<file path="src/rtl/adc_seq_pkg.sv">
// Package: shared flag indices for the conversion sequencer.
package adc_seq_pkg;
    localparam int FLAG_EOC  = 0;
    localparam int FLAG_JEOC = 1;
    localparam int FLAG_OVR  = 2;
    localparam int FLAG_AWD  = 3;
    localparam int NUM_FLAGS = 4;
endpackage

</file>
<file path="src/rtl/adc_conv_timer.sv">
// Conversion timer. It divides the bus clock into converter half-cycles
// ((psel+1) bus clocks each) and counts 2*samp+28 half-cycles, which is
// samp+1.5 sample cycles plus 12.5 encode cycles.
// Assumes psel and samp are held stable while a conversion runs.
module adc_conv_timer #(
    parameter int SAMP_W = 3
) (
    input  logic              clk,
    input  logic              rst_n,
    input  logic              start,
    input  logic              run,
    input  logic              hold,
    input  logic [1:0]        psel,
    input  logic [SAMP_W-1:0] samp,
    output logic              last
);
    localparam int HALF_W = (SAMP_W + 3 > 6) ? SAMP_W + 3 : 6;
    localparam logic [HALF_W-1:0] ENC_HALF = HALF_W'(27);

    logic [1:0]        div_cnt;
    logic [HALF_W-1:0] half_cnt;
    logic [HALF_W-1:0] half_last;

    // final half-cycle index of this conversion
    assign half_last = (HALF_W'(samp) << 1) + ENC_HALF;
    assign last      = run && (div_cnt == psel) && (half_cnt == half_last);

    // advance the prescaler and the half-cycle counter; freeze while waiting for the core
    always_ff @(posedge clk) begin
        if (!rst_n || start) begin
            div_cnt  <= '0;
            half_cnt <= '0;
        end else if (run && !(last && hold)) begin
            if (div_cnt == psel) begin
                div_cnt  <= '0;
                half_cnt <= half_cnt + 1'b1;
            end else begin
                div_cnt <= div_cnt + 1'b1;
            end
        end
    end

    assert_div_in_range_R1: assert property (@(posedge clk) disable iff (!rst_n)
        run |-> (div_cnt <= psel));
endmodule

</file>
<file path="src/rtl/adc_flag_bank.sv">
// Sticky status flags, each cleared by writing 1; a set wins over a clear in
// the same cycle. The interrupt is the OR of the enabled flags.
module adc_flag_bank #(
    parameter int NF = 4
) (
    input  logic          clk,
    input  logic          rst_n,
    input  logic [NF-1:0] set,
    input  logic [NF-1:0] clr,
    input  logic [NF-1:0] en,
    output logic [NF-1:0] flags,
    output logic          irq
);
    // hold each flag until it is cleared by software
    always_ff @(posedge clk) begin
        if (!rst_n) flags <= '0;
        else        flags <= set | (flags & ~clr);
    end

    // interrupt from enabled flags
    assign irq = |(flags & en);

    for (genvar k = 0; k < NF; k++) begin : g_chk
        assert_flag_sticky_R10: assert property (@(posedge clk) disable iff (!rst_n)
            flags[k] && !clr[k] |=> flags[k]);
        assert_flag_set_R10: assert property (@(posedge clk) disable iff (!rst_n)
            set[k] |=> flags[k]);
    end
endmodule

</file>
<file path="src/rtl/adc_seq_ctrl.sv">
// Dual-list conversion sequencer. The normal list has up to REG_SLOTS slots
// and one shared result register; the priority list has up to INJ_SLOTS slots,
// each with its own result register. Priority work is always picked before
// normal work between conversions. Assumes configuration is stable during a pass.
module adc_seq_ctrl
    import adc_seq_pkg::*;
#(
    parameter int CH_W      = 5,
    parameter int DATA_W    = 12,
    parameter int RES_W     = 16,
    parameter int REG_SLOTS = 16,
    parameter int INJ_SLOTS = 4,
    parameter int SAMP_W    = 3,
    localparam int RIDX_W   = $clog2(REG_SLOTS),
    localparam int IIDX_W   = $clog2(INJ_SLOTS)
) (
    input  logic                      clk,
    input  logic                      rst_n,
    input  logic [1:0]                cfg_prescale,
    input  logic [SAMP_W-1:0]         cfg_sample,
    input  logic                      cfg_scan,
    input  logic                      cfg_cont,
    input  logic [RIDX_W-1:0]         cfg_reg_len,
    input  logic [REG_SLOTS*CH_W-1:0] cfg_reg_chans,
    input  logic [IIDX_W-1:0]         cfg_inj_len,
    input  logic [INJ_SLOTS*CH_W-1:0] cfg_inj_chans,
    input  logic                      cfg_reg_hw_en,
    input  logic                      cfg_inj_hw_en,
    input  logic                      sw_reg_start,
    input  logic                      sw_inj_start,
    input  logic                      hw_reg_trig,
    input  logic                      hw_inj_trig,
    input  logic [DATA_W-1:0]         awd_high,
    input  logic [DATA_W-1:0]         awd_low,
    output logic                      core_req,
    output logic [CH_W-1:0]           core_chan,
    input  logic                      core_ack,
    input  logic [DATA_W-1:0]         core_data,
    input  logic                      reg_read,
    output logic [RES_W-1:0]          reg_data,
    output logic [INJ_SLOTS*RES_W-1:0] inj_data,
    input  logic [NUM_FLAGS-1:0]      flag_clr,
    input  logic [NUM_FLAGS-1:0]      irq_en,
    output logic [NUM_FLAGS-1:0]      flags,
    output logic                      irq
);
    logic              busy, cur_inj;
    logic              reg_active, reg_pend, inj_active, inj_pend;
    logic [RIDX_W-1:0] reg_idx, reg_last;
    logic [IIDX_W-1:0] inj_idx, inj_last;
    logic              hw_reg_q, hw_inj_q;
    logic              reg_trig, inj_trig;
    logic              pick_inj, pick_reg, launch, conv_last, conv_end;
    logic              reg_unread;
    logic [RES_W-1:0]  inj_res [INJ_SLOTS];
    logic [RES_W-1:0]  res_ext;
    logic [NUM_FLAGS-1:0] flag_set;

    // triggers: a software pulse, or a rising edge on an enabled hardware pin
    assign reg_trig = sw_reg_start | (cfg_reg_hw_en & hw_reg_trig & ~hw_reg_q);
    assign inj_trig = sw_inj_start | (cfg_inj_hw_en & hw_inj_trig & ~hw_inj_q);

    // last slot of each pass; non-scan mode uses slot 0 only
    assign reg_last = cfg_scan ? cfg_reg_len : '0;
    assign inj_last = cfg_scan ? cfg_inj_len : '0;

    // choose the next conversion; priority work goes first
    assign pick_inj = inj_active | inj_pend;
    assign pick_reg = ~pick_inj & (reg_active | reg_pend);
    assign launch   = ~busy & (pick_inj | pick_reg);
    assign conv_end = busy & conv_last & core_ack;
    assign res_ext  = {{(RES_W-DATA_W){1'b0}}, core_data};
    assign core_req = busy;

    adc_conv_timer #(.SAMP_W(SAMP_W)) timer_i (
        .clk   (clk),
        .rst_n (rst_n),
        .start (launch),
        .run   (busy),
        .hold  (~core_ack),
        .psel  (cfg_prescale),
        .samp  (cfg_sample),
        .last  (conv_last)
    );

    // flag events from the completing conversion
    always_comb begin
        flag_set            = '0;
        flag_set[FLAG_EOC]  = conv_end & ~cur_inj;
        flag_set[FLAG_JEOC] = conv_end & cur_inj & (inj_idx == inj_last);
        flag_set[FLAG_OVR]  = conv_end & ~cur_inj & reg_unread;
        flag_set[FLAG_AWD]  = conv_end & ((core_data > awd_high) | (core_data < awd_low));
    end

    adc_flag_bank #(.NF(NUM_FLAGS)) flags_i (
        .clk   (clk),
        .rst_n (rst_n),
        .set   (flag_set),
        .clr   (flag_clr),
        .en    (irq_en),
        .flags (flags),
        .irq   (irq)
    );

    // list sequencing, conversion launch and result capture
    always_ff @(posedge clk) begin
        if (!rst_n) begin
            busy       <= 1'b0;
            cur_inj    <= 1'b0;
            reg_active <= 1'b0;
            reg_pend   <= 1'b0;
            inj_active <= 1'b0;
            inj_pend   <= 1'b0;
            reg_idx    <= '0;
            inj_idx    <= '0;
            hw_reg_q   <= 1'b0;
            hw_inj_q   <= 1'b0;
            core_chan  <= '0;
            reg_data   <= '0;
            reg_unread <= 1'b0;
            for (int k = 0; k < INJ_SLOTS; k++) inj_res[k] <= '0;
        end else begin
            hw_reg_q <= hw_reg_trig;
            hw_inj_q <= hw_inj_trig;
            if (reg_trig && !reg_active && !reg_pend) reg_pend <= 1'b1;
            if (inj_trig && !inj_active && !inj_pend) inj_pend <= 1'b1;
            if (reg_read) reg_unread <= 1'b0;

            if (launch) begin
                busy    <= 1'b1;
                cur_inj <= pick_inj;
                if (pick_inj) begin
                    if (!inj_active) begin
                        inj_active <= 1'b1;
                        inj_pend   <= 1'b0;
                        inj_idx    <= '0;
                        core_chan  <= cfg_inj_chans[0 +: CH_W];
                    end else begin
                        core_chan  <= cfg_inj_chans[inj_idx*CH_W +: CH_W];
                    end
                end else begin
                    if (!reg_active) begin
                        reg_active <= 1'b1;
                        reg_pend   <= 1'b0;
                        reg_idx    <= '0;
                        core_chan  <= cfg_reg_chans[0 +: CH_W];
                    end else begin
                        core_chan  <= cfg_reg_chans[reg_idx*CH_W +: CH_W];
                    end
                end
            end

            if (conv_end) begin
                busy <= 1'b0;
                if (cur_inj) begin
                    inj_res[inj_idx] <= res_ext;
                    if (inj_idx == inj_last) inj_active <= 1'b0;
                    else                     inj_idx    <= inj_idx + 1'b1;
                end else begin
                    reg_data   <= res_ext;
                    reg_unread <= 1'b1;
                    if (reg_idx == reg_last) begin
                        reg_idx <= '0;
                        if (!cfg_cont) reg_active <= 1'b0;
                    end else begin
                        reg_idx <= reg_idx + 1'b1;
                    end
                end
            end
        end
    end

    for (genvar k = 0; k < INJ_SLOTS; k++) begin : g_inj_out
        assign inj_data[k*RES_W +: RES_W] = inj_res[k];
    end

    assert_req_hold_R1: assert property (@(posedge clk) disable iff (!rst_n)
        busy && !conv_end |=> core_req && $stable(core_chan));
    assert_overrun_R4: assert property (@(posedge clk) disable iff (!rst_n)
        conv_end && !cur_inj && reg_unread |=> flags[FLAG_OVR]);
    assert_inj_takeover_R8: assert property (@(posedge clk) disable iff (!rst_n)
        conv_end && inj_pend |=> !core_req ##1 (core_req && cur_inj));
    assert_eoc_R3: assert property (@(posedge clk) disable iff (!rst_n)
        conv_end && !cur_inj |=> flags[FLAG_EOC] && (reg_data == $past(res_ext)));
endmodule

</file>
<file path="config.mk">
export PLATFORM = sky130hd
export DESIGN_NAME = adc_seq_ctrl
export DESIGN_NICKNAME = d
export VERILOG_FILES = /design/src/rtl/adc_seq_pkg.sv /design/src/rtl/adc_conv_timer.sv /design/src/rtl/adc_flag_bank.sv /design/src/rtl/adc_seq_ctrl.sv
export SDC_FILE = /design/constraint.sdc
export NUM_CORES = 1
export LEC_CHECK = 0
export BUFFER_PORTS_ARGS = -buffer_cell sky130_fd_sc_hd__buf_2
export CAP_MARGIN = 20
export CORE_MARGIN = 4
export CORE_UTILIZATION = 43
export DETAILED_ROUTE_END_ITERATION = 12
export PLACE_DENSITY = 0.78
export SYNTH_ARGS = -nofsm -noshare
export SYNTH_HDL_FRONTEND = slang
export SYNTH_SLANG_ARGS = --single-unit
</file>
<file path="constraint.sdc">
create_clock -name clk -period 3.6 [get_ports clk]
set_clock_uncertainty 0.2 [all_clocks]
set_input_delay 1.08 -clock clk [delete_from_list [all_inputs] [get_ports clk]]
set_output_delay 1.08 -clock clk [all_outputs]
set_load 0.005 [all_outputs]
</file>
# Word level (Yosys, flattened, before mapping)
# Memories as Yosys holds them, arrays and structs flattened.
# Cells that the tools add are included.
dict set report op_classes {
  mux 48
  n_shift 2
  eq_ne 4
  n_bitwise 30
  order_cmp 2
  mul 2
  addsub 5
  reduce_logical 20
}
# op n
set ops {}
lappend ops {{$shiftx 80x8->5} 1}
lappend ops {{$mux 1} 28}
lappend ops {{$mux 4} 7}
lappend ops {{$shiftx 20x6->5} 1}
lappend ops {{$mux 2} 9}
lappend ops {{$mux 5} 3}
lappend ops {{$and 1x1->1} 13}
lappend ops {{$gt 12x12->1} 1}
lappend ops {{$lt 12x12->1} 1}
lappend ops {{$mux 12} 1}
lappend ops {{$reduce_or 12->1} 1}
lappend ops {{$and 4x4->4} 2}
lappend ops {{$logic_and 1x1->1} 8}
lappend ops {{$mul 4x3->7 const B} 1}
lappend ops {{$not 1->1} 7}
lappend ops {{$add 4x5->6 const B} 1}
lappend ops {{$add 6x1->6 const B} 1}
lappend ops {{$eq 6x6->1} 1}
lappend ops {{$logic_not 1->1} 6}
lappend ops {{$or 1x1->1} 6}
lappend ops {{$mul 2x3->5 const B} 1}
lappend ops {{$add 2x1->2 const B} 2}
lappend ops {{$add 4x1->4 const B} 1}
lappend ops {{$eq 2x2->1} 2}
lappend ops {{7 further kinds} 8}
dict set report totals {
  ramBits 48
  memories 1
  inputBits 167
  reg_bits 44
  output_inout_bits 91
  word_cells 130
}
# name depth width read_ports rd_ports_with_merged_regs wr line
set mem_list {}
lappend mem_list {inj_res 4 12 4 0 4 adc_seq_ctrl.sv:55} ;# logic [RES_W-1:0] inj_res [INJ_SLOTS];

# Depth between registers and ports, before layout
dict set report depth {
  ltp_word 10
  ltp_mapped 10
  ltp_nobuf 9
}

# Cells and area by module
# From an unflattened synthesis, not the netlist that was laid out.
dict set report unflattened {
  cells_unflattened 550
  hier_area_um2 5577.8
}
# module area_each_um2 seq_area_each_um2 n_inst cells_per_inst
set modules_own_cells {}
lappend modules_own_cells {adc_seq_ctrl 4870.9 2082.0 1 468}
lappend modules_own_cells {adc_conv_timer 553.0 160.2 1 67}
lappend modules_own_cells {adc_flag_bank 153.9 80.1 1 15}

# Worst setup path before layout
# OpenSTA, ideal clock, no wires.
dict set report synth_path {
  path_type {in2reg}
  start {input cfg_sample[0]}
  end {memory inj_res[0][0] in the netlist's numbering, enable pin}
  setup_ps 400
  t_required_ps 3000
  setup_slack_ps -311
  cell_stages 9
  path_buffers 0
  t_arrival_ps 3310
  path_cell_list {ha_1 inv_1 ha_1 xor2_1 and4_2 nand4_4 nor2_1 nand2_1 o31ai_1}
}
# element line
set synth_lines {}
lappend synth_lines {{start, declared} adc_seq_ctrl.sv:20} ;# input logic [SAMP_W-1:0] cfg_sample,
lappend synth_lines {{end, declared} adc_seq_ctrl.sv:55}

==> flow_summary.yaml <==
drt:
  drt-wirelength-per-cell_um: 16.64
  viasPerCell: 5.088
  firstDrtPassIters: 4
  totalWireLength_um: 15680
  antenna_left: 0
  drtIter0Drc: 277
  vias: 4793
  drcViolationCount: 0
logic_synthesis:
  yosysTopAreaCell: "edfxtp_1"
  avgSynthCellArea_sq_um: 10.57
  synthDistinctLibCells: 55
  synthSimpleGateAreaFrac: 0.1786
  synth_edf_count: 48
  synth_ff_type: "edfxtp_1"
  synth_xor_area_frac: 0.02210
  synth_fa_ha_area_frac: 0.06089
  synth_cells: 525
  synth_top_area_frac: 0.2598
  synth_top_family_by_area: "simple AND/OR/NAND/NOR gates"
  ys_seq_elements: 92
  synth_compound_area_frac: 0.1080
  synth_area_leaders: "edfxtp_1, dfxtp_1, mux4_2"
  ys_seq_area_frac: 0.4186
  async_reset_ff_frac: 0
  yosysWarnings: 0
  synthMuxAreaShare: 0.1376
  netlist_area_sq_um: 5548
floorplan:
  coreArea_sq_um: 12620
  die_h_um: 121.6
  fp.dieW_um: 121.6
  boundaryPins: 258
  rows: 41
  die_area_sq_um: 14780
  initial_utilization: 0.4396
critical_path:
  crit-reg2reg-launch: "reg_idx[0]$_SDFF_PN0_"
  endpoint_kind: "register"
  r2r_cells: 5
  critPathKind: "in2reg"
  arrival_ns: 2.99
  r2r_slack_ns: 1.21
  crit_required_ns: 3.45
  crit_path_start_kind: "input pin"
  r2r_end: "core_chan[2]$_SDFFE_PN0P_"
  cp_max_fo: 12
sta:
  setup_viol: 0
  relSlewSlack: 0.5260
  rsz0062_at_grt: "no"
  fmax_mhz: 317.9
  tightest_slew_ns: 0.7094
  post-route-period-util: 0.8737
  hold_viol: 0
  report.final.slew_viol_count: 0
  fin_crit_ns: 3.145
global_route:
  grt_pass1_vias: 4694
  grt_first_pass_wirelength_um: 23590
  grt_max_degree: 24
  grt_overflow: 0
  grtUsageTotal: 0.2088
  antenna_found_initial: 0
finish:
  synthToLayoutAreaGrowth_pct: 29.48
  utilization: 0.5692
  nets: 959
  drive_above_1_share: 0.3909
  num_antenna_cells: 0
  multiInputGateArea_sq_um: 2894
  seq_area_sq_um: 2322
  fillers: 1177
cts:
  cts_setup_buffers: 0
  holdBufCountCts: 0
  clk_pin_slew_ns: 0.07
  cts_buffer_depth: 2
  root_buffer: "clkbuf_16"
  cts_num_sinks: 92
  insertion_delay_ns: 0.35
  cts_tree: "yes"
  htree_levels: 3
  cts_buffers: 9
  ctsResizeCount: 0
pwr:
  p_leak_uw: 0.003318
  total_power_uw: 2493
  pwr_density_cell_nw_per_um2: 347.1
  ir_drop_mv: 0.2238
worst_hold_path:
  min_path_type: "reg2reg"
  min_from: "core_chan[4]$_SDFFE_PN0P_"
  min_to: "core_chan[4]$_SDFFE_PN0P_"
  hold_depth: 2
outcome:
  status: "complete, no violations"
placement:
  dp_hpwl_um: 12750
  place_congestion: 0.8251
  io_buffers: 237
job:
  maxCapViolCount: 0
## synth_stat cells (2+ instances only)
cell,n
nand3_1,9
a21o_1,3
nor3_1,6
nand2_1,23
edfxtp_1,48
o21a_1,5
a31oi_1,4
inv_1,39
a22oi_1,6
a21oi_1,14
xnor2_1,6
nor2b_1,23
nor4_1,3
a221oi_1,5
or3_1,2
xor2_1,8
nor4bb_1,2
nor2_1,24
nand4_1,8
buf_1,3
and2_1,39
clkbuf_1,12
a41oi_1,2
mux4_2,25
ha_1,27
buf_4,20
dfxtp_1,44
nor3b_1,2
nand2b_1,4
o21ai_0,33
a211oi_1,2
and3_1,19
a22o_1,5
mux2i_1,20
o22ai_1,5
buf_2,6
## placed cells by master, fill, tap and decap left out, types with 6 or more instances in the layout
cell | Yosys | layout
dfxtp_1 | 44 | 44
buf_2 | 6 | 237
mux2i_1 | 20 | 20
conb_1 | 1 | 20
xnor2_1 | 6 | 6
xor2_1 | 8 | 8
a22oi_1 | 6 | 6
nor3_1 | 6 | 6
nand4_1 | 8 | 8
a21oi_1 | 14 | 14
mux4_2 | 25 | 25
buf_4 | 20 | 16
and3_1 | 19 | 19
nor2b_1 | 23 | 23
clkbuf_16 | 0 | 9
and2_1 | 39 | 39
nor2_1 | 24 | 24
nand2_1 | 23 | 23
inv_1 | 39 | 39
o21ai_0 | 33 | 32
nand3_1 | 9 | 9
ha_1 | 27 | 27
edfxtp_1 | 48 | 48
## power breakdown
group          internal (uW)  switching (uW)
Sequential              1140            32.8
Combinational            184             196
Clock                    495             447
## sequential cells by signal, indices dropped and copies added, names as in the netlist, 2 cells and up
name / count
inj_res: 48
reg_data: 12
timer_i.half_cnt: 6
core_chan: 5
flags_i.flags: 4
reg_idx: 4
inj_idx: 2
timer_i.div_cnt: 2
## critical path: stages
cell and delay, ns:
buf_2 0.13, ha_1 0.15, inv_1 0.04, ha_1 0.28
xor2_1 0.16, and4_2 0.29, nand4_4 0.10, nor2_1 0.17
nand2_1 0.14, o31ai_2 0.21, buf_4 0.23
## per-layer routing
| layer | routed length [um] | GRT usage | vias up | share of wire |
|---|---|---|---|---|
| li1 | - | - | 2362 | - |
| met1 | 5931 | 0.2356 | 2200 | 0.38 |
| met2 | 8203 | 0.3851 | 215 | 0.52 |
| met3 | 1306 | 0.05339 | 16 | 0.083 |
| met4 | 234 | 0.06513 | 0 | 0.015 |
| met5 | 0 | 0 | - | 0 |
## logic make-up after synthesis
family | count (synthesis)
other | 1
adder cells (fa/ha/maj) | 27
XOR/XNOR | 14
AO/OA/AOI/OAI | 93
multiplexers | 45
buffers and inverters | 82
flip-flops | 92
AND/OR/NAND/NOR | 171
## how the worst max path moves through the flow
| stage | slack [ns] | depth (start not counted) | from | endpoint |
|---|---|---|---|---|
| after floorplan | -0.25 | 9 | cfg_sample[0] | inj_res[2][0]$_SDFFCE_PN0P_ |
| after global placement | 0.14 | 11 | cfg_sample[0] | inj_res[2][11]$_SDFFCE_PN0P_ |
| after detailed placement | 0.12 | 11 | cfg_sample[0] | inj_res[0][8]$_SDFFCE_PN0P_ |
| after CTS | 0.47 | 11 | cfg_sample[0] | inj_res[0][5]$_SDFFCE_PN0P_ |
| after global routing | 0.28 | 11 | cfg_sample[0] | inj_res[1][3]$_SDFFCE_PN0P_ |
| final | 0.45 | 11 | cfg_sample[0] | inj_res[0][5]$_SDFFCE_PN0P_ |
## metrics by stage
step | setup TNS [ns] | setup WS, ns | area [sq um] | cells | hold slack, ns
after floorplan | -8.995 | -0.2540 | 5624 | 544 | 0.2689
after global placement | 0 | 0.1430 | 6884 | 926 | 0.2866
after detailed placement | 0 | 0.1179 | 6884 | 926 | 0.2892
after CTS | 0 | 0.4706 | 7183 | 942 | 0.3079
after global routing | 0 | 0.2833 | 7183 | 942 | 0.3422
final | 0 | 0.4547 | 7183 | 942 | 0.3110
## layout make-up
type / count / area share
multi-input combinational: 370 / 0.4029
inverter: 39 / 0.02038
clock inverter: 7 / 0.01028
tap: 172 / 0.02996
sequential: 92 / 0.3233
clock buffer: 9 / 0.03135
timing repair buffer: 253 / 0.1818
(Power assumes the default switching activity.)
